## config.mk

```make
export PLATFORM = sky130hd
export DESIGN_NAME = byte_insn_decoder
export DESIGN_NICKNAME = d
export VERILOG_FILES = /design/src/rtl/insn_dec_pkg.sv /design/src/rtl/insn_head_decode.sv /design/src/rtl/insn_byte_assembler.sv /design/src/rtl/insn_pc_track.sv /design/src/rtl/byte_insn_decoder.sv
export SDC_FILE = /design/constraint.sdc
export NUM_CORES = 1
export LEC_CHECK = 0
export BUFFER_PORTS_ARGS = -buffer_cell sky130_fd_sc_hd__buf_2
export CAP_MARGIN = 25
export CORE_MARGIN = 10
export CORE_UTILIZATION = 60
export CTS_BUF_LIST = sky130_fd_sc_hd__clkbuf_4 sky130_fd_sc_hd__clkbuf_8 sky130_fd_sc_hd__clkbuf_16
export CTS_CLUSTER_DIAMETER = 200
export CTS_CLUSTER_SIZE = 25
export DETAILED_ROUTE_END_ITERATION = 12
export PLACE_DENSITY = 0.88
export SLEW_MARGIN = 25
export SYNTH_ARGS = -nofsm -noshare
export SYNTH_HDL_FRONTEND = slang
export SYNTH_SLANG_ARGS = --single-unit
```

## constraint.sdc

```tcl
create_clock -name clk -period 10.65 [get_ports clk]
set_clock_uncertainty 0.05 [all_clocks]
set_input_delay 0.5325 -clock clk [delete_from_list [all_inputs] [get_ports clk]]
set_output_delay 0.5325 -clock clk [all_outputs]
set_load 0.05 [all_outputs]
```

## src/rtl/insn_dec_pkg.sv

```systemverilog
package insn_dec_pkg;

  localparam int CONST_BYTES = 8;
  localparam int CONST_W     = CONST_BYTES * 8;
  localparam int LEN_W       = 4;
  localparam logic [3:0] NO_REG = 4'hF;

  typedef struct packed {
    logic [3:0]         cls;
    logic [3:0]         fn;
    logic [3:0]         ra;
    logic [3:0]         rb;
    logic [CONST_W-1:0] konst;
    logic [LEN_W-1:0]   len;
    logic               err;
  } insn_rec_t;

  function automatic logic [LEN_W-1:0] insn_length(input logic [3:0] cls);
    case (cls)
      4'h0, 4'h1, 4'h9:       insn_length = 4'd1;
      4'h2, 4'h6, 4'hA, 4'hB: insn_length = 4'd2;
      4'h7, 4'h8:             insn_length = 4'd9;
      4'h3, 4'h4, 4'h5:       insn_length = 4'd10;
      default:                insn_length = 4'd1;
    endcase
  endfunction

  function automatic logic has_reg_byte(input logic [3:0] cls);
    case (cls)
      4'h2, 4'h3, 4'h4, 4'h5, 4'h6, 4'hA, 4'hB: has_reg_byte = 1'b1;
      default:                                   has_reg_byte = 1'b0;
    endcase
  endfunction

  function automatic logic insn_illegal(input logic [3:0] cls, input logic [3:0] fn);
    case (cls)
      4'h2, 4'h7: insn_illegal = (fn > 4'd6);
      4'h6:       insn_illegal = (fn > 4'd3);
      4'hC, 4'hD, 4'hE, 4'hF: insn_illegal = 1'b1;
      default:    insn_illegal = (fn != 4'd0);
    endcase
  endfunction

endpackage

```

## src/rtl/insn_head_decode.sv

```systemverilog
module insn_head_decode
  import insn_dec_pkg::*;
(
  input  logic [7:0]       head,
  output logic [3:0]       cls,
  output logic [3:0]       fn,
  output logic [LEN_W-1:0] len,
  output logic             has_reg,
  output logic             err
);
  assign cls     = head[7:4];
  assign fn      = head[3:0];
  assign len     = insn_length(head[7:4]);
  assign has_reg = has_reg_byte(head[7:4]);
  assign err     = insn_illegal(head[7:4], head[3:0]);
endmodule

```

## src/rtl/insn_byte_assembler.sv

```systemverilog
module insn_byte_assembler
  import insn_dec_pkg::*;
(
  input  logic      clk,
  input  logic      rst_n,
  input  logic      take,
  input  logic [7:0] byte_in,
  output logic      fin,
  output insn_rec_t rec
);
  logic [3:0]         idx_q;
  logic [7:0]         head_q;
  logic [7:0]         regs_q;
  logic [CONST_W-1:0] konst_q;

  logic               at_start;
  logic [7:0]         head_cur;
  logic [3:0]         cls_cur;
  logic [3:0]         fn_cur;
  logic [LEN_W-1:0]   len_cur;
  logic               has_reg_cur;
  logic               err_cur;
  logic               in_reg_slot;
  logic               in_const_slot;
  logic [2:0]         const_k;
  logic [7:0]         regs_nx;
  logic [CONST_W-1:0] konst_base;
  logic [CONST_W-1:0] konst_nx;
  logic               last_byte;

  assign at_start = (idx_q == 4'd0);
  assign head_cur = at_start ? byte_in : head_q;

  insn_head_decode head_dec_i (
    .head    (head_cur),
    .cls     (cls_cur),
    .fn      (fn_cur),
    .len     (len_cur),
    .has_reg (has_reg_cur),
    .err     (err_cur)
  );

  assign in_reg_slot   = !at_start && has_reg_cur && (idx_q == 4'd1);
  assign in_const_slot = !at_start && !in_reg_slot;
  assign const_k       = 3'(idx_q[2:0] - (has_reg_cur ? 3'd2 : 3'd1));

  always_comb begin
    regs_nx    = at_start ? {NO_REG, NO_REG} : (in_reg_slot ? byte_in : regs_q);
    konst_base = at_start ? '0 : konst_q;
    konst_nx   = konst_base;
    if (in_const_slot)
      konst_nx = konst_base | ({{(CONST_W-8){1'b0}}, byte_in} << {const_k, 3'b000});
  end

  assign last_byte = (idx_q == 4'(len_cur - 4'd1));
  assign fin       = take && last_byte;

  assign rec = '{cls: cls_cur, fn: fn_cur, ra: regs_nx[7:4], rb: regs_nx[3:0],
                 konst: konst_nx, len: len_cur, err: err_cur};

  always_ff @(posedge clk) begin
    if (!rst_n) begin
      idx_q   <= 4'd0;
      head_q  <= 8'h00;
      regs_q  <= {NO_REG, NO_REG};
      konst_q <= '0;
    end else if (take) begin
      idx_q   <= last_byte ? 4'd0 : 4'(idx_q + 4'd1);
      head_q  <= head_cur;
      regs_q  <= regs_nx;
      konst_q <= konst_nx;
    end
  end

  // a partly collected instruction never indexes past its own length
  assert_idx_in_range_R2: assert property (@(posedge clk) disable iff (!rst_n)
    (idx_q != 4'd0) |-> (idx_q < insn_length(head_q[7:4])));

  // a zero leading byte completes on its own byte
  assert_zero_byte_single_R5: assert property (@(posedge clk) disable iff (!rst_n)
    (take && at_start && byte_in == 8'h00) |-> fin);
endmodule

```

## src/rtl/insn_pc_track.sv

```systemverilog
module insn_pc_track
  import insn_dec_pkg::*;
#(
  parameter int          ADDR_W     = 64,
  parameter logic [ADDR_W-1:0] START_ADDR = '0
) (
  input  logic              clk,
  input  logic              rst_n,
  input  logic              step,
  input  logic [LEN_W-1:0]  len,
  output logic [ADDR_W-1:0] cur_addr,
  output logic [ADDR_W-1:0] nxt_addr
);
  function automatic logic [ADDR_W-1:0] advance(input logic [ADDR_W-1:0] a,
                                                input logic [LEN_W-1:0] l);
    advance = a + ADDR_W'(l);
  endfunction

  logic [ADDR_W-1:0] addr_q;

  assign cur_addr = addr_q;
  assign nxt_addr = advance(addr_q, len);

  always_ff @(posedge clk) begin
    if (!rst_n)    addr_q <= START_ADDR;
    else if (step) addr_q <= nxt_addr;
  end

  // the address only moves when an instruction completes
  assert_addr_holds_R9: assert property (@(posedge clk) disable iff (!rst_n)
    !step |=> $stable(cur_addr));
endmodule

```

## src/rtl/byte_insn_decoder.sv

```systemverilog
module byte_insn_decoder
  import insn_dec_pkg::*;
#(
  parameter int          ADDR_W     = 64,
  parameter logic [ADDR_W-1:0] START_ADDR = '0
) (
  input  logic              clk,
  input  logic              rst_n,
  input  logic              in_valid,
  output logic              in_ready,
  input  logic [7:0]        in_byte,
  output logic              out_valid,
  input  logic              out_ready,
  output logic [3:0]        out_class,
  output logic [3:0]        out_func,
  output logic [3:0]        out_ra,
  output logic [3:0]        out_rb,
  output logic [63:0]       out_const,
  output logic [3:0]        out_len,
  output logic              out_err,
  output logic [ADDR_W-1:0] out_addr,
  output logic [ADDR_W-1:0] out_next_addr
);
  logic              take;
  logic              fin;
  insn_rec_t         rec_nx;
  logic [ADDR_W-1:0] cur_addr;
  logic [ADDR_W-1:0] nxt_addr;

  insn_rec_t         rec_q;
  logic              valid_q;
  logic [ADDR_W-1:0] addr_q;
  logic [ADDR_W-1:0] next_q;

  assign in_ready = !valid_q || out_ready;
  assign take     = in_valid && in_ready;

  insn_byte_assembler asm_i (
    .clk     (clk),
    .rst_n   (rst_n),
    .take    (take),
    .byte_in (in_byte),
    .fin     (fin),
    .rec     (rec_nx)
  );

  insn_pc_track #(.ADDR_W(ADDR_W), .START_ADDR(START_ADDR)) pc_i (
    .clk      (clk),
    .rst_n    (rst_n),
    .step     (fin),
    .len      (rec_nx.len),
    .cur_addr (cur_addr),
    .nxt_addr (nxt_addr)
  );

  always_ff @(posedge clk) begin
    if (!rst_n) begin
      valid_q <= 1'b0;
      rec_q   <= '0;
      addr_q  <= '0;
      next_q  <= '0;
    end else if (fin) begin
      valid_q <= 1'b1;
      rec_q   <= rec_nx;
      addr_q  <= cur_addr;
      next_q  <= nxt_addr;
    end else if (out_ready) begin
      valid_q <= 1'b0;
    end
  end

  assign out_valid     = valid_q;
  assign out_class     = rec_q.cls;
  assign out_func      = rec_q.fn;
  assign out_ra        = rec_q.ra;
  assign out_rb        = rec_q.rb;
  assign out_const     = rec_q.konst;
  assign out_len       = rec_q.len;
  assign out_err       = rec_q.err;
  assign out_addr      = addr_q;
  assign out_next_addr = next_q;

  assert_stall_blocks_input_R8: assert property (@(posedge clk) disable iff (!rst_n)
    (out_valid && !out_ready) |-> !in_ready);

  assert_stall_holds_record_R8: assert property (@(posedge clk) disable iff (!rst_n)
    (out_valid && !out_ready) |=> (out_valid && $stable(out_class) && $stable(out_func)
      && $stable(out_ra) && $stable(out_rb) && $stable(out_const) && $stable(out_len)
      && $stable(out_addr)));

  assert_len_legal_R2: assert property (@(posedge clk) disable iff (!rst_n)
    out_valid |-> (out_len == 4'd1 || out_len == 4'd2 || out_len == 4'd9 || out_len == 4'd10));

  assert_high_class_err_R6: assert property (@(posedge clk) disable iff (!rst_n)
    (out_valid && out_class > 4'hB) |-> out_err);

  assert_halt_single_R5: assert property (@(posedge clk) disable iff (!rst_n)
    (out_valid && out_class == 4'h0) |-> (out_len == 4'd1));

  assert_pulse_needs_byte_R7: assert property (@(posedge clk) disable iff (!rst_n)
    (!out_valid && !take) |=> !out_valid);
endmodule

```

; ---- Word level (Yosys, flattened, before mapping)
; Memories as Yosys holds them, arrays and structs flattened.
; Index checks and enable logic that the tools add are counted.
[word_totals]
regBits = 298
rom_bits = 48
input_bits = 12
output_inout_bits = 215
elab_cells = 63
mem_count = 1
[mem_list]
columns = memory, depth, width, rd, rd_clocked_by_memory_dff, wr, line
row1 = (name not given), 16, 3, 1, 0, 0, insn_dec_pkg.sv:19  ; case (cls)
[op_classes]
add_sub_neg = 4
order_cmp = 2
eq_ne = 14
shift = 1
n_mux = 11
bitwise_logic = 1
reduce_logical = 15
[op_table]
columns = op, n
row1 = $mux 64, 2
row2 = $add 64x4->64, 1
row3 = $or 64x64->64, 1
row4 = $shl 8x6->64, 1
row5 = $eq 4x4->1 const B, 6
row6 = $mux 8, 3
row7 = $eq 4x3->1 const B, 4
row8 = $eq 4x2->1 const B, 2
row9 = $reduce_or 7->1, 1
row10 = $logic_and 1x1->1, 5
row11 = $add 4x1->4 const B, 1
row12 = $eq 4x1->1 const B, 1
row13 = $eq 4x4->1, 1
row14 = $gt 4x2->1 const B, 1
row15 = $gt 4x3->1 const B, 1
row16 = $logic_not 4->1, 1
row17 = $mux 4, 1
row18 = $reduce_bool 4->1, 1
row19 = $reduce_or 4->1, 1
row20 = $sub 4x1->4 const B, 1
row21 = $logic_not 1->1, 3
row22 = $mux 1, 3
row23 = $pmux 1 s3, 1
row24 = $sub 3x3->3, 1
row25 = 4 further kinds, 4

; ---- Logic depth before layout (Yosys ltp)
; Gate-level depths: netlist of run 1.
[depth]
depth_word = 10
mapped_depth = 17
ltp_nobuf = 15

; ---- By module
; From an unflattened synthesis of run 1, not the netlist that was laid out.
[hier_totals]
hier_cells = 1779
area_unflattened_um2 = 16888.7
[by_module_without_submodules]
columns = mod, n_inst, cells_per_inst, area_per_inst_um2, seq_area_each_um2
row1 = byte_insn_decoder, 1, 691, 8150.3, 4284.1
row2 = insn_pc_track, 1, 569, 4478.0, 1281.2
row3 = insn_byte_assembler, 1, 488, 4060.1, 1681.6
row4 = insn_head_decode, 1, 31, 200.2, 0.0

; ---- Worst setup path before layout of run 1
; Ideal clock, no wire load.
[synth_timing]
path_kind = register to register
start = register asm_i.idx_q[0]
end = register pc_i.addr_q[44], in the netlist pc_i.cur_addr[44]
setup_ns = 0.070
arrival_ns = 3.595
required_time_ns = 10.530
slack_ns = 6.935
path_stages_with_launch = 18
n_path_buf = 2
synth_period_minus_slack_ns = 3.715
cell_sequence = dfxtp_1 > inv_1 > ha_1 > or3b_1 > clkbuf_1 > o31ai_1 > and2_1 > inv_1 > ha_1 > inv_1 > fa_1 > inv_1 > a31oi_1 > nor3_2 > clkbuf_1 > nand4_1 > or4_1 > a21oi_1
[synth_via]
elab_chain_len = 6
elab_cells_between_ends = 7
cone_classes = 2 x add/sub / 1 x eq/ne / 1 x mux / 2 x reduce/logical / 1 x memory
[synth_rtl]
columns = item, line
row1 = from (decl), insn_byte_assembler.sv:11  ; logic [3:0] idx_q;
row2 = from (signal assigned), insn_byte_assembler.sv:68  ; idx_q <= last_byte ? 4'd0 : 4'(idx_q + 4'd1);
row3 = $logic_not 4->1 *, insn_byte_assembler.sv:31  ; assign at_start = (idx_q == 4'd0);
row4 = $mux 8 *, insn_byte_assembler.sv:32  ; assign head_cur = at_start ? byte_in : head_q;
row5 = $mem_v2 16x3 *, -
row6 = via asm_i.head_dec_i.len[1], insn_head_decode.sv:7  ; output logic [LEN_W-1:0] len,
row7 = branches (longest 3 deep; another with $add 64x4->64), -
row8 = to (signal assigned), insn_pc_track.sv:26  ; else if (step) addr_q <= nxt_addr;
row9 = to (decl), insn_pc_track.sv:19  ; logic [ADDR_W-1:0] addr_q;
; Mark *: on every way through the listed nets, which the timed path passes.
; A chain may end at the register's enable or synchronous reset.

; ---- Worst setup path after layout of run 1
[layout_timing]
start = register asm_i.idx_q[0]
end = register rec_q (netlist bit out_const[13])
[layout_via]
elab_cells_between_ends = 27
cone_classes = 2 x add/sub / 9 x eq/ne / 1 x shift / 5 x mux / 1 x bitwise / 8 x reduce/logical / 1 x memory
[layout_lines]
columns = item, line
row1 = $logic_not 4->1, insn_byte_assembler.sv:31
row2 = $mux 8, insn_byte_assembler.sv:32
row3 = $mem_v2 16x3, -
row4 = via asm_i.head_dec_i.len[1], insn_head_decode.sv:7
row5 = $sub 4x1->4, insn_byte_assembler.sv:55  ; assign last_byte = (idx_q == 4'(len_cur - 4'd1));
row6 = $eq 4x4->1, insn_byte_assembler.sv:55
row7 = $logic_and 1x1->1, insn_byte_assembler.sv:56  ; assign fin = take && last_byte;
row8 = to (signal assigned), byte_insn_decoder.sv:64  ; rec_q <= rec_nx;
row9 = to (decl), byte_insn_decoder.sv:30  ; insn_rec_t rec_q;
; The timed path passes the listed nets, and every way through them passes these cells.

==> impl_metrics.csv, run 1 <==
group,metric,value,unit
status,outcome,"finished, final reports clean",
cts,insertion_delay,0.51,ns
cts,clockBufferDepth,3,
cts,clkSlewWorstSetupHoldPaths,0.10,ns
synth,synth_top_cells_by_area,"dfxtp_1 (44%), nand3_1 (5.3%), a21oi_1 (5.0%)",
worst_setup_path,cp-end-kind,"flop",
synth,ys_warn_count,0,
worst_setup_path,arrival,5.93,ns
global_route,grt_use_total,0.258,
synth,ys.flop_type,"dfxtp_1",
layout,multi_input_area,6820,um2
global_route,antenna_found_initial,2,
global_route,use_met3,0.0465,
layout,n_antenna_cell,0,
layout,fillers,1765,
layout,final_area,14900,um2
synth,async_flop_share,0,
synth,synth_top_cell_by_area,"dfxtp_1",
worst_setup_path,reg2reg_slack,5.10,ns
worst_setup_path,critPathLaunch,"asm_i.idx_q[0]",
placement,place.detailed.hpwl,26200,um
worst_setup_path,reg2reg_to,"out_const[13]",
cts,h-tree-depth,1,
detailed_routing,drt-vias-per-instance,6.72,
detailed_routing,drc_errors,0,
layout,drive_above_1_share,0.186,
sta,min_period,5.55,ns
layout,synthToLayoutAreaGrowth,10.8,%
floorplan,die_w,170,um
sta,finalHoldViolCount,0,
placement,pre_cts_ws,5.12,ns
layout,mostFrequentLayoutCell,"dfxtp_1",
synth,ys_seq_elements,297,
detailed_routing,vias,13000,
worst_hold_path,hold_path_class,"input port to flop",
worst_setup_path,cp-endpoint,"out_const[13]",
global_route,busiest_layer,"met2",
cts,cts_setup_buffers,0,
global_route,grt_max_degree,132,
worst_setup_path,start_kind,"flop",
synth,netlist_area,13400,um2
worst_setup_path,rr_startpoint,"asm_i.idx_q[0]",
detailed_routing,first_iter_violations,1561,
cts,cts_tree,"yes",
global_route,grt_pass1_wl,62800,um
floorplan,initial_core_util,0.612,
synth,ys_seq_area_frac,0.443,
worst_setup_path,cp_max_fo,87,
sta,fin_crit_sh,0.521,
cts,clockRootBuffer,"clkbuf_16",
synth,synth_nets,1573,
cts,cts_hold_buffers,0,
placement,port_buffers,225,
placement,numPlacedInstances,1914,
sta,setup_viol,0,
layout,seq_area,5950,um2
global_route,met1_usage,0.330,
layout,final_cell_mix,"dfxtp_1 (297), buf_2 (224), nand2_1 (151)",
global_route,use_met2,0.427,
floorplan,fp-row-count,54,
global_route,grt-ovfl-total,0,
detailed_routing,ant_nets,0,
floorplan,ios,227,
cts,clock_sinks,297,
floorplan,fp.coreArea,22000,um2
sta,setup_slack,5.10,ns
layout,final_cells,1933,
synth,synth_cell_types,64,
floorplan,dieArea,28800,um2
power,power,0.00431,W
worst_setup_path,worstSetupPathType,"flop to flop",
detailed_routing,wl_per_cell,20.5,um
cts,cts-buffers-inserted,15,
worst_setup_path,worstRegToRegCells,15,
synth,synthCells,1551,
synth,avgSynthCellArea,8.66,um2
sta,worst-slew-pin-transition,1.06,ns
worst_setup_path,critPathRequiredTime,11.03,ns
power,ir_drop,0.000291,V
detailed_routing,dr.pass1.iters,8,
power,p_per_area,290,nW/um2
global_route,grt_pass1_vias,12000,
power,cellLeakagePower,6.12,nW
sta,fmax,180,MHz
cts,ctsResizeCount,0,
detailed_routing,drt-total-wl,39700,um
sta,slew_headroom,0.297,
synth,synth_top_cell_area_share,0.443,
placement,dpl_cell_area,14400,um2
sta,setup_tns,0,ns
placement,finalWeightedCongestion,0.905,
sta,rsz0062_at_grt,"no",
run,cap_violations,0,
floorplan,die_h,170,um
layout,layout.nets,1675,
synth,synth_edf_count,0,
sta,slew_violations,0,
[per-layer routing]
layer | part of all wire | vias up
li1 | - | 5966
met3 | 0.095 | 95
met5 | 0.00043 | -
met1 | 0.39 | 6247
met4 | 0.035 | 4
met2 | 0.48 | 671
[stage by stage]
stage           util  hold slack, ns
6_report       0.678           0.310
5_1_grt        0.678           0.308
4_1_cts        0.676           0.295
3_5_place_dp   0.658           0.387
3_3_place_gp   0.658           0.385
2_1_floorplan      -           0.375
[state kept, by name (all words and copies together), names as in the netlist]
| register | flops |
|---|---|
| out_valid | 1 |
| pc_i.cur_addr | 64 |
| out_err | 1 |
| asm_i.regs_q | 8 |
| out_ra | 4 |
| out_len | 3 |
| out_func | 4 |
| asm_i.idx_q | 4 |
| asm_i.head_q | 8 |
| out_addr | 64 |
| out_const | 64 |
| out_rb | 4 |
| out_class | 4 |
| asm_i.konst_q | 64 |
[logic make-up after synthesis]
| logic type | Yosys count | synth area share |
|---|---|---|
| xor gates and xnor gates | 5 | 0.00326 |
| buffers and inverters | 176 | 0.0557 |
| other | 1 | 0.000279 |
| DFF | 297 | 0.443 |
| muxes | 31 | 0.0232 |
| adders and majority gates | 10 | 0.0104 |
| AOI/OAI and AO/OA | 481 | 0.250 |
| and+or+nand+nor | 550 | 0.214 |
[Yosys cell counts, drive strengths merged (2+ instances only)]
cell     number
dfxtp       297
nand2       151
nand3       142
a21oi       135
clkbuf      110
o21ai        87
a22oi        80
o211a        56
o31ai        53
or4          53
buf          51
nor2         51
mux2i        30
nand4        30
nor3         28
a211oi       21
and2         19
nand2b       19
and3         17
a32oi        15
inv          15
and4         11
nor4         11
nor2b        10
ha            8
o211ai        6
a2111oi       5
o21a          4
a31oi         3
o2111ai       3
xnor2         3
a21o          2
fa            2
nor3b         2
o41ai         2
or3b          2
or4b          2
xor2          2
[cell type report]
class | count | area share
flip-flops and latches | 297 | 0.399
repair buffers | 246 | 0.0883
inverters | 15 | 0.00412
clock inverters | 2 | 0.000925
clock buffers | 15 | 0.0252
well taps | 280 | 0.0235
multi-input cells | 1078 | 0.458
[worst min path at each step]
stage               slack (ns)         startpoint  cells after the start           endpoint
global route              0.31         in_byte[7]                      3    asm_i.head_q[7]
finish                    0.31         in_byte[7]                      3    asm_i.head_q[7]
global placement          0.39  asm_i.konst_q[31]                      2  asm_i.konst_q[31]
detailed placement        0.39        out_addr[2]                      2        out_addr[2]
floorplan                 0.38  asm_i.konst_q[16]                      2  asm_i.konst_q[16]
CTS                       0.29         in_byte[7]                      3    asm_i.head_q[7]
[power by group]
group,internal (W),switching (W)
sequential,0.00128,0.000107
combinational,0.000514,0.00179
clock,0.000257,0.000353
total,0.00206,0.00226
[critical path, stage by stage, from the launching register on]
cell	delay, ns
dfxtp_1	0.45
inv_1	0.13
ha_1	0.25
or3b_2	0.20
buf_4	0.70
o31ai_1	0.33
and2_1	0.28
inv_1	0.11
ha_1	0.24
xor2_1	0.12
o21ai_0	0.13
a211oi_2	0.53
o21a_4	0.74
buf_4	0.74
a21oi_1	0.20
a211oi_2	0.25
(Power assumes the default switching activity.)
==> run 2: changes to the inputs <==
--- a/config.mk
+++ b/config.mk
@@ -8,12 +8,12 @@
 export BUFFER_PORTS_ARGS = -buffer_cell sky130_fd_sc_hd__buf_2
 export CAP_MARGIN = 25
 export CORE_MARGIN = 10
-export CORE_UTILIZATION = 60
+export CORE_UTILIZATION = 51
 export CTS_BUF_LIST = sky130_fd_sc_hd__clkbuf_4 sky130_fd_sc_hd__clkbuf_8 sky130_fd_sc_hd__clkbuf_16
 export CTS_CLUSTER_DIAMETER = 200
 export CTS_CLUSTER_SIZE = 25
 export DETAILED_ROUTE_END_ITERATION = 12
-export PLACE_DENSITY = 0.88
+export PLACE_DENSITY = 0.8
 export SLEW_MARGIN = 25
 export SYNTH_ARGS = -nofsm -noshare
 export SYNTH_HDL_FRONTEND = slang
==> constraint.sdc (replaced) <==
create_clock -name clk -period 5 [get_ports clk]
set_clock_uncertainty 0.05 [all_clocks]
set_input_delay 0.25 -clock clk [delete_from_list [all_inputs] [get_ports clk]]
set_output_delay 0.25 -clock clk [all_outputs]
set_load 0.05 [all_outputs]
==> run 2 against run 1 <==
Effect of this change:
- fmax is 30% higher
- clock-buffer cell count stayed put
- largest power group unchanged
- die area is 15% higher
- register-to-register slack worse by 4.4 ns
- combinational power is 120% higher
- first-iteration DRC count is 6.7% lower
- via count is 2.0% lower
- cell count is 3.4% higher
- critical path type unchanged
==> impl_metrics.csv, run 2 (synthesis gave the netlist of run 1 again) <==
group,metric,value,unit
detailed_routing,first_iter_violations,1456,
placement,port_buffers,225,
global_route,grt_pass1_wl,63600,um
floorplan,die_h,182,um
sta,finalHoldViolCount,0,
worst_setup_path,reg2reg_slack,0.72,ns
worst_setup_path,reg2reg_to,"out_addr[48]",
sta,worst-slew-pin-transition,0.965,ns
placement,place.detailed.hpwl,26700,um
sta,min_period,4.28,ns
worst_setup_path,critPathRequiredTime,5.37,ns
worst_setup_path,critPathLaunch,"asm_i.idx_q[0]",
detailed_routing,dr.pass1.iters,6,
detailed_routing,drt-total-wl,39700,um
placement,numPlacedInstances,1979,
cts,h-tree-depth,1,
sta,setup_tns,0,ns
cts,clkSlewWorstSetupHoldPaths,0.10,ns
cts,insertion_delay,0.50,ns
placement,dpl_cell_area,14700,um2
layout,layout.nets,1685,
floorplan,fp.coreArea,26000,um2
floorplan,dieArea,33200,um2
worst_setup_path,cp-end-kind,"flop",
floorplan,initial_core_util,0.517,
sta,fmax,234,MHz
floorplan,fp-row-count,59,
layout,final_cell_mix,"dfxtp_1 (297), buf_2 (224), nand2_1 (151)",
worst_setup_path,worstRegToRegCells,15,
worst_hold_path,hold_path_class,"input port to flop",
detailed_routing,drt-vias-per-instance,6.37,
worst_setup_path,cp-endpoint,"out_addr[48]",
worst_setup_path,worstSetupPathType,"flop to flop",
global_route,grt_use_total,0.223,
power,cellLeakagePower,6.18,nW
sta,whs,0.0443,ns
layout,seq_area,5950,um2
worst_setup_path,cp_max_fo,45,
sta,rsz0062_at_grt,"no",
sta,slew_headroom,0.357,
layout,mostFrequentLayoutCell,"dfxtp_1",
sta,fin_crit_sh,0.856,
status,outcome,"finished, final reports clean",
global_route,grt_pass1_vias,12100,
global_route,grt_max_degree,116,
power,p_per_area,616,nW/um2
global_route,antenna_found_initial,4,
detailed_routing,ant_nets,0,
cts,clock_sinks,297,
layout,multi_input_area,6790,um2
detailed_routing,drc_errors,0,
layout,final_area,15100,um2
layout,drive_above_1_share,0.190,
placement,finalWeightedCongestion,0.878,
global_route,grt-ovfl-total,0,
floorplan,die_w,182,um
cts,cts_tree,"yes",
sta,slew_violations,0,
worst_setup_path,start_kind,"flop",
cts,clockBufferDepth,3,
detailed_routing,vias,12700,
cts,cts-buffers-inserted,15,
worst_setup_path,arrival,4.65,ns
layout,synthToLayoutAreaGrowth,12.1,%
layout,post-route-util,0.579,
power,ir_drop,0.000471,V
floorplan,ios,227,
sta,setup_viol,0,
detailed_routing,wl_per_cell,19.9,um
layout,final_cells,1998,
cts,clockRootBuffer,"clkbuf_16",
layout,fillers,2278,
worst_setup_path,rr_startpoint,"asm_i.idx_q[0]",
cts,ctsResizeCount,0,
run,cap_violations,0,
## run 2: cell count changes in the layout (fill, tap and decap cells not counted), sizes merged
cell / delta
inv: -1
diode: +1
buf: +10
## run 2: worst min path at each step
stage / from / depth (start not counted) / slack (ns) / to
2_1_floorplan: in_byte[3] / 2 / 0.34 / asm_i.head_q[3]
3_3_place_gp: asm_i.konst_q[49] / 2 / 0.38 / asm_i.konst_q[49]
3_5_place_dp: asm_i.konst_q[25] / 2 / 0.39 / asm_i.konst_q[25]
4_1_cts: in_byte[7] / 3 / 0.03 / asm_i.head_q[7]
5_1_grt: in_byte[0] / 3 / 0.05 / asm_i.head_q[0]
6_report: in_byte[7] / 3 / 0.04 / asm_i.head_q[7]
## run 2: metrics by stage
stage          worst slack (ns)  total power (W)
6_report                  0.720          0.00927
3_3_place_gp              0.632          0.00786
4_1_cts                   0.359          0.00923
2_1_floorplan              1.28          0.00674
3_5_place_dp              0.411          0.00795
5_1_grt                   0.399          0.00975
## run 2: cell type report
cell class              instances  share of cell area
diodes                          1            0.000166
multi-input cells            1078               0.451
clock inverters                 1            0.000332
flip-flops and latches        297               0.395
clock buffers                  15              0.0249
inverters                      15             0.00407
well taps                     335              0.0278
repair buffers                256              0.0965
## run 2: layer usage
| metal | wire, um | up-vias | track usage |
|---|---|---|---|
| met5 | 17 | - | 0 |
| met4 | 912 | 4 | 0.0615 |
| met3 | 3650 | 70 | 0.0546 |
| met2 | 18600 | 521 | 0.367 |
| met1 | 16500 | 6146 | 0.284 |
| li1 | - | 5987 | - |
## run 2: critical path: stages (launching register included)
cell and delay [ns]:
dfxtp_1 0.38, inv_1 0.15, ha_1 0.22, or3b_2 0.48
o31ai_1 0.17, and2_1 0.28, inv_1 0.10, ha_1 0.29
xor2_1 0.14, o21ai_0 0.12, and4bb_2 0.34, o21ai_4 0.63
buf_12 0.30, buf_4 0.26, o21ai_0 0.11, a21oi_1 0.18
## run 2: what timing repair did
action / CTS / global route
hold buffers: 0 / 0
endpoints found under the setup margin: 0 / 22
setup buffers: 0 / 2
## run 2: where the power goes
group | internal, W | total (W) | switching, W
Combinational | 0.00122 | 0.00501 | 0.00380
Sequential | 0.00274 | 0.00296 | 0.000221
Clock | 0.000544 | 0.00130 | 0.000752
Total | 0.00450 | 0.00927 | 0.00477
==> run 3: changes to the inputs <==
--- a/config.mk
+++ b/config.mk
@@ -8,13 +8,14 @@
 export BUFFER_PORTS_ARGS = -buffer_cell sky130_fd_sc_hd__buf_2
 export CAP_MARGIN = 25
 export CORE_MARGIN = 10
-export CORE_UTILIZATION = 51
+export CORE_UTILIZATION = 53
 export CTS_BUF_LIST = sky130_fd_sc_hd__clkbuf_4 sky130_fd_sc_hd__clkbuf_8 sky130_fd_sc_hd__clkbuf_16
 export CTS_CLUSTER_DIAMETER = 200
 export CTS_CLUSTER_SIZE = 25
 export DETAILED_ROUTE_END_ITERATION = 12
-export PLACE_DENSITY = 0.8
+export PLACE_DENSITY = 0.81
 export SLEW_MARGIN = 25
 export SYNTH_ARGS = -nofsm -noshare
 export SYNTH_HDL_FRONTEND = slang
+export SYNTH_HIERARCHICAL = 1
 export SYNTH_SLANG_ARGS = --single-unit
==> run 3 against run 2 <==
Effect of this change:
- combinational power shrank 69%
- fmax shrank 3.8%
- synthesized cell count grew 15%
- critical path depth is the same
- power shrank 33%
- core utilization grew 0.19 points
- critical endpoint is now pc_i/cur_addr[53]
- largest power group is now registers
==> impl_metrics.csv, run 3 <==
group,metric,value,unit
synth,ys.flop_type,"dfxtp_1",
synth,avgSynthCellArea,9.49,um2
cts,clockBufferDepth,3,
synth,synth-adder-area-share,0.00904,
global_route,antenna_found_initial,0,
worst_setup_path,reg2reg_slack,0.55,ns
worst_setup_path,start_kind,"flop",
run,cap_violations,0,
worst_hold_path,hold_path_class,"input port to flop",
worst_setup_path,critPathRequiredTime,5.40,ns
global_route,grt-ovfl-total,0,
placement,port_buffers,226,
detailed_routing,ant_nets,0,
synth,synth_simple_gate_area_frac,0.217,
worst_setup_path,cp-endpoint,"pc_i/cur_addr[53]",
sta,min_period,4.45,ns
power,power,0.00619,W
power,p_per_area,339,nW/um2
sta,fmax,225,MHz
synth,synth_nets,1802,
layout,multi_input_area,8640,um2
detailed_routing,drt-vias-per-instance,5.81,
sta,rsz0062_at_grt,"no",
synth,synth_edf_count,0,
synth,netlist_area,16900,um2
detailed_routing,dr.pass1.iters,5,
floorplan,fp.coreArea,31500,um2
detailed_routing,vias,13400,
synth,synth_compound_area_frac,0.101,
sta,slew_headroom,0.385,
cts,ctsResizeCount,0,
cts,cts_tree,"yes",
synth,ys_warn_count,6,
global_route,grt_pass1_wl,71800,um
synth,synth_top_cell_by_area,"dfxtp_1",
global_route,grt_use_total,0.222,
cts,h-tree-depth,1,
synth,synth.top_cells.by_count,"dfxtp_1 (362), mux2i_1 (221), nor2b_1 (216)",
floorplan,dieArea,39400,um2
worst_setup_path,cp-end-kind,"flop",
sta,setup_viol,0,
worst_setup_path,arrival,4.85,ns
sta,worst-slew-pin-transition,0.922,ns
layout,synthToLayoutAreaGrowth,8.32,%
worst_setup_path,reg2reg_to,"pc_i/cur_addr[53]",
floorplan,die_h,199,um
synth,synth-xor-area-share,0.0462,
layout,final_area,18300,um2
sta,fin_crit_sh,0.889,
power,cellLeakagePower,6.63,nW
synth,ys_seq_area_frac,0.429,
placement,dpl_cell_area,17800,um2
synth,async_flop_share,0,
worst_setup_path,worstSetupPathType,"flop to flop",
detailed_routing,wl_per_cell,19.7,um
floorplan,die_w,199,um
layout,fillers,2793,
placement,pre_cts_ws,0.574,ns
cts,cts-buffers-inserted,18,
cts,clockRootBuffer,"clkbuf_16",
synth,synth_cell_types,70,
global_route,grt_max_degree,110,
layout,seq_area,7250,um2
synth,synth_top_cell_area_share,0.429,
synth,synthCells,1779,
layout,n_antenna_cell,0,
cts,clock_sinks,362,
synth,ys_seq_elements,362,
detailed_routing,first_iter_violations,1079,
status,outcome,"finished, final reports clean",
floorplan,initial_core_util,0.537,
global_route,grt_pass1_vias,12900,
synth,synth_top_family_by_area,"simple AND/OR/NAND/NOR gates",
sta,finalHoldViolCount,0,
synth,synth_most_common_cell,"dfxtp_1",
detailed_routing,drc_errors,0,
layout,final_cell_mix,"dfxtp_1 (362), buf_2 (225), mux2i_1 (221)",
floorplan,fp-row-count,65,
placement,place.detailed.hpwl,31500,um
layout,mostFrequentLayoutCell,"dfxtp_1",
synth,muxShareOfSynthArea,0.138,
worst_setup_path,critPathLaunch,"asm_i/idx_q[1]",
worst_setup_path,worstRegToRegCells,15,
worst_setup_path,cp_max_fo,22,
floorplan,ios,227,
worst_setup_path,rr_startpoint,"asm_i/idx_q[1]",
layout,drive_above_1_share,0.156,
placement,finalWeightedCongestion,0.897,
layout,layout.nets,1932,
synth,synth_top_cells_by_area,"dfxtp_1 (43%), mux2i_1 (13%), nor2b_1 (8.0%)",
sta,setup_tns,0,ns
power,ir_drop,0.000228,V
sta,setup_slack,0.553,ns
cts,insertion_delay,0.53,ns
cts,clkSlewWorstSetupHoldPaths,0.10,ns
detailed_routing,drt-total-wl,45500,um
sta,slew_violations,0,
[run 3: cell types whose count changed in the layout (fill, tap and decap cells not counted), sizes merged, moves of 48 or more]
cell / change
a21oi: -93
a22o: +48
a22oi: -80
dfxtp: +65
mux2i: +191
nand3: -104
nor2b: +207
o211a: -56
xor2: +49
[run 3: kinds of logic (layout without fill, tap and decap cells)]
kind of cell,count (synthesis),after routing
buf+inv,157,287
mux,231,231
compound gates,259,259
fa+ha+maj,11,11
simple gates,669,669
flops,362,362
xor+xnor,89,89
other cells,1,1
[run 3: critical path, stage by stage, from the launching register on]
cell and delay, ns:
dfxtp_1 0.49, inv_1 0.11, ha_1 0.26, nand2_2 0.14
mux2_2 0.43, mux2_2 0.36, inv_1 0.17, inv_1 0.07
ha_1 0.20, xnor2_1 0.23, xnor2_1 0.17, nor3_4 0.29
inv_1 0.37, or3_1 0.48, or4_1 0.40, a21oi_1 0.15
[run 3: repair_timing]
action / 4_1_cts / 5_1_grt
buffers inserted: 0 / 3
hold buffers: 1 / 0
endpoints found under the hold margin: 1 / 0
setup endpoints to repair: 0 / 3
[run 3: power breakdown]
part / switching, W / internal (W) / leakage (nW)
combinational: 0.00104 / 0.000522 / 3.47
clock: 0.000924 / 0.000689 / 0.241
sequential: 0.0000547 / 0.00296 / 2.92
total: 0.00202 / 0.00418 / 6.63
[run 3: final cells by class]
cell class              instances  share of cell area
inverters                      18             0.00369
well taps                     402              0.0275
flip-flops and latches        362               0.396
clock buffers                  19              0.0260
repair buffers                249              0.0736
clock inverters                 1            0.000889
multi-input cells            1260               0.472
[run 3: worst min-delay path by stage]
stage	startpoint	end	slack [ns]	cells after the start
2_1_floorplan	rst_n	pc_i/cur_addr[47]	0.35	2
3_3_place_gp	asm_i/konst_q[49]	asm_i/konst_q[49]	0.38	2
3_5_place_dp	asm_i/konst_q[16]	asm_i/konst_q[16]	0.39	2
4_1_cts	in_byte[0]	asm_i/head_q[0]	0.06	3
5_1_grt	in_byte[0]	asm_i/head_q[0]	0.11	3
6_report	in_byte[0]	asm_i/head_q[0]	0.08	3
[run 3: metal layers]
| metal | global-route usage | up-vias | wire length, um |
|---|---|---|---|
| met3 | 0.0348 | 104 | 3190 |
| met4 | 0.0726 | 0 | 1420 |
| met2 | 0.383 | 501 | 22200 |
| met1 | 0.278 | 6410 | 18700 |
| li1 | - | 6402 | - |
| met5 | 0 | - | 0 |
[run 3: per-stage QoR]
stage	std cells	util	hold slack (ns)
4_1_cts	2308	0.580	0.0559
3_3_place_gp	2287	0.564	0.383
6_report	2311	0.581	0.0841
2_1_floorplan	1779	-	0.349
3_5_place_dp	2287	0.564	0.392
5_1_grt	2311	0.581	0.108
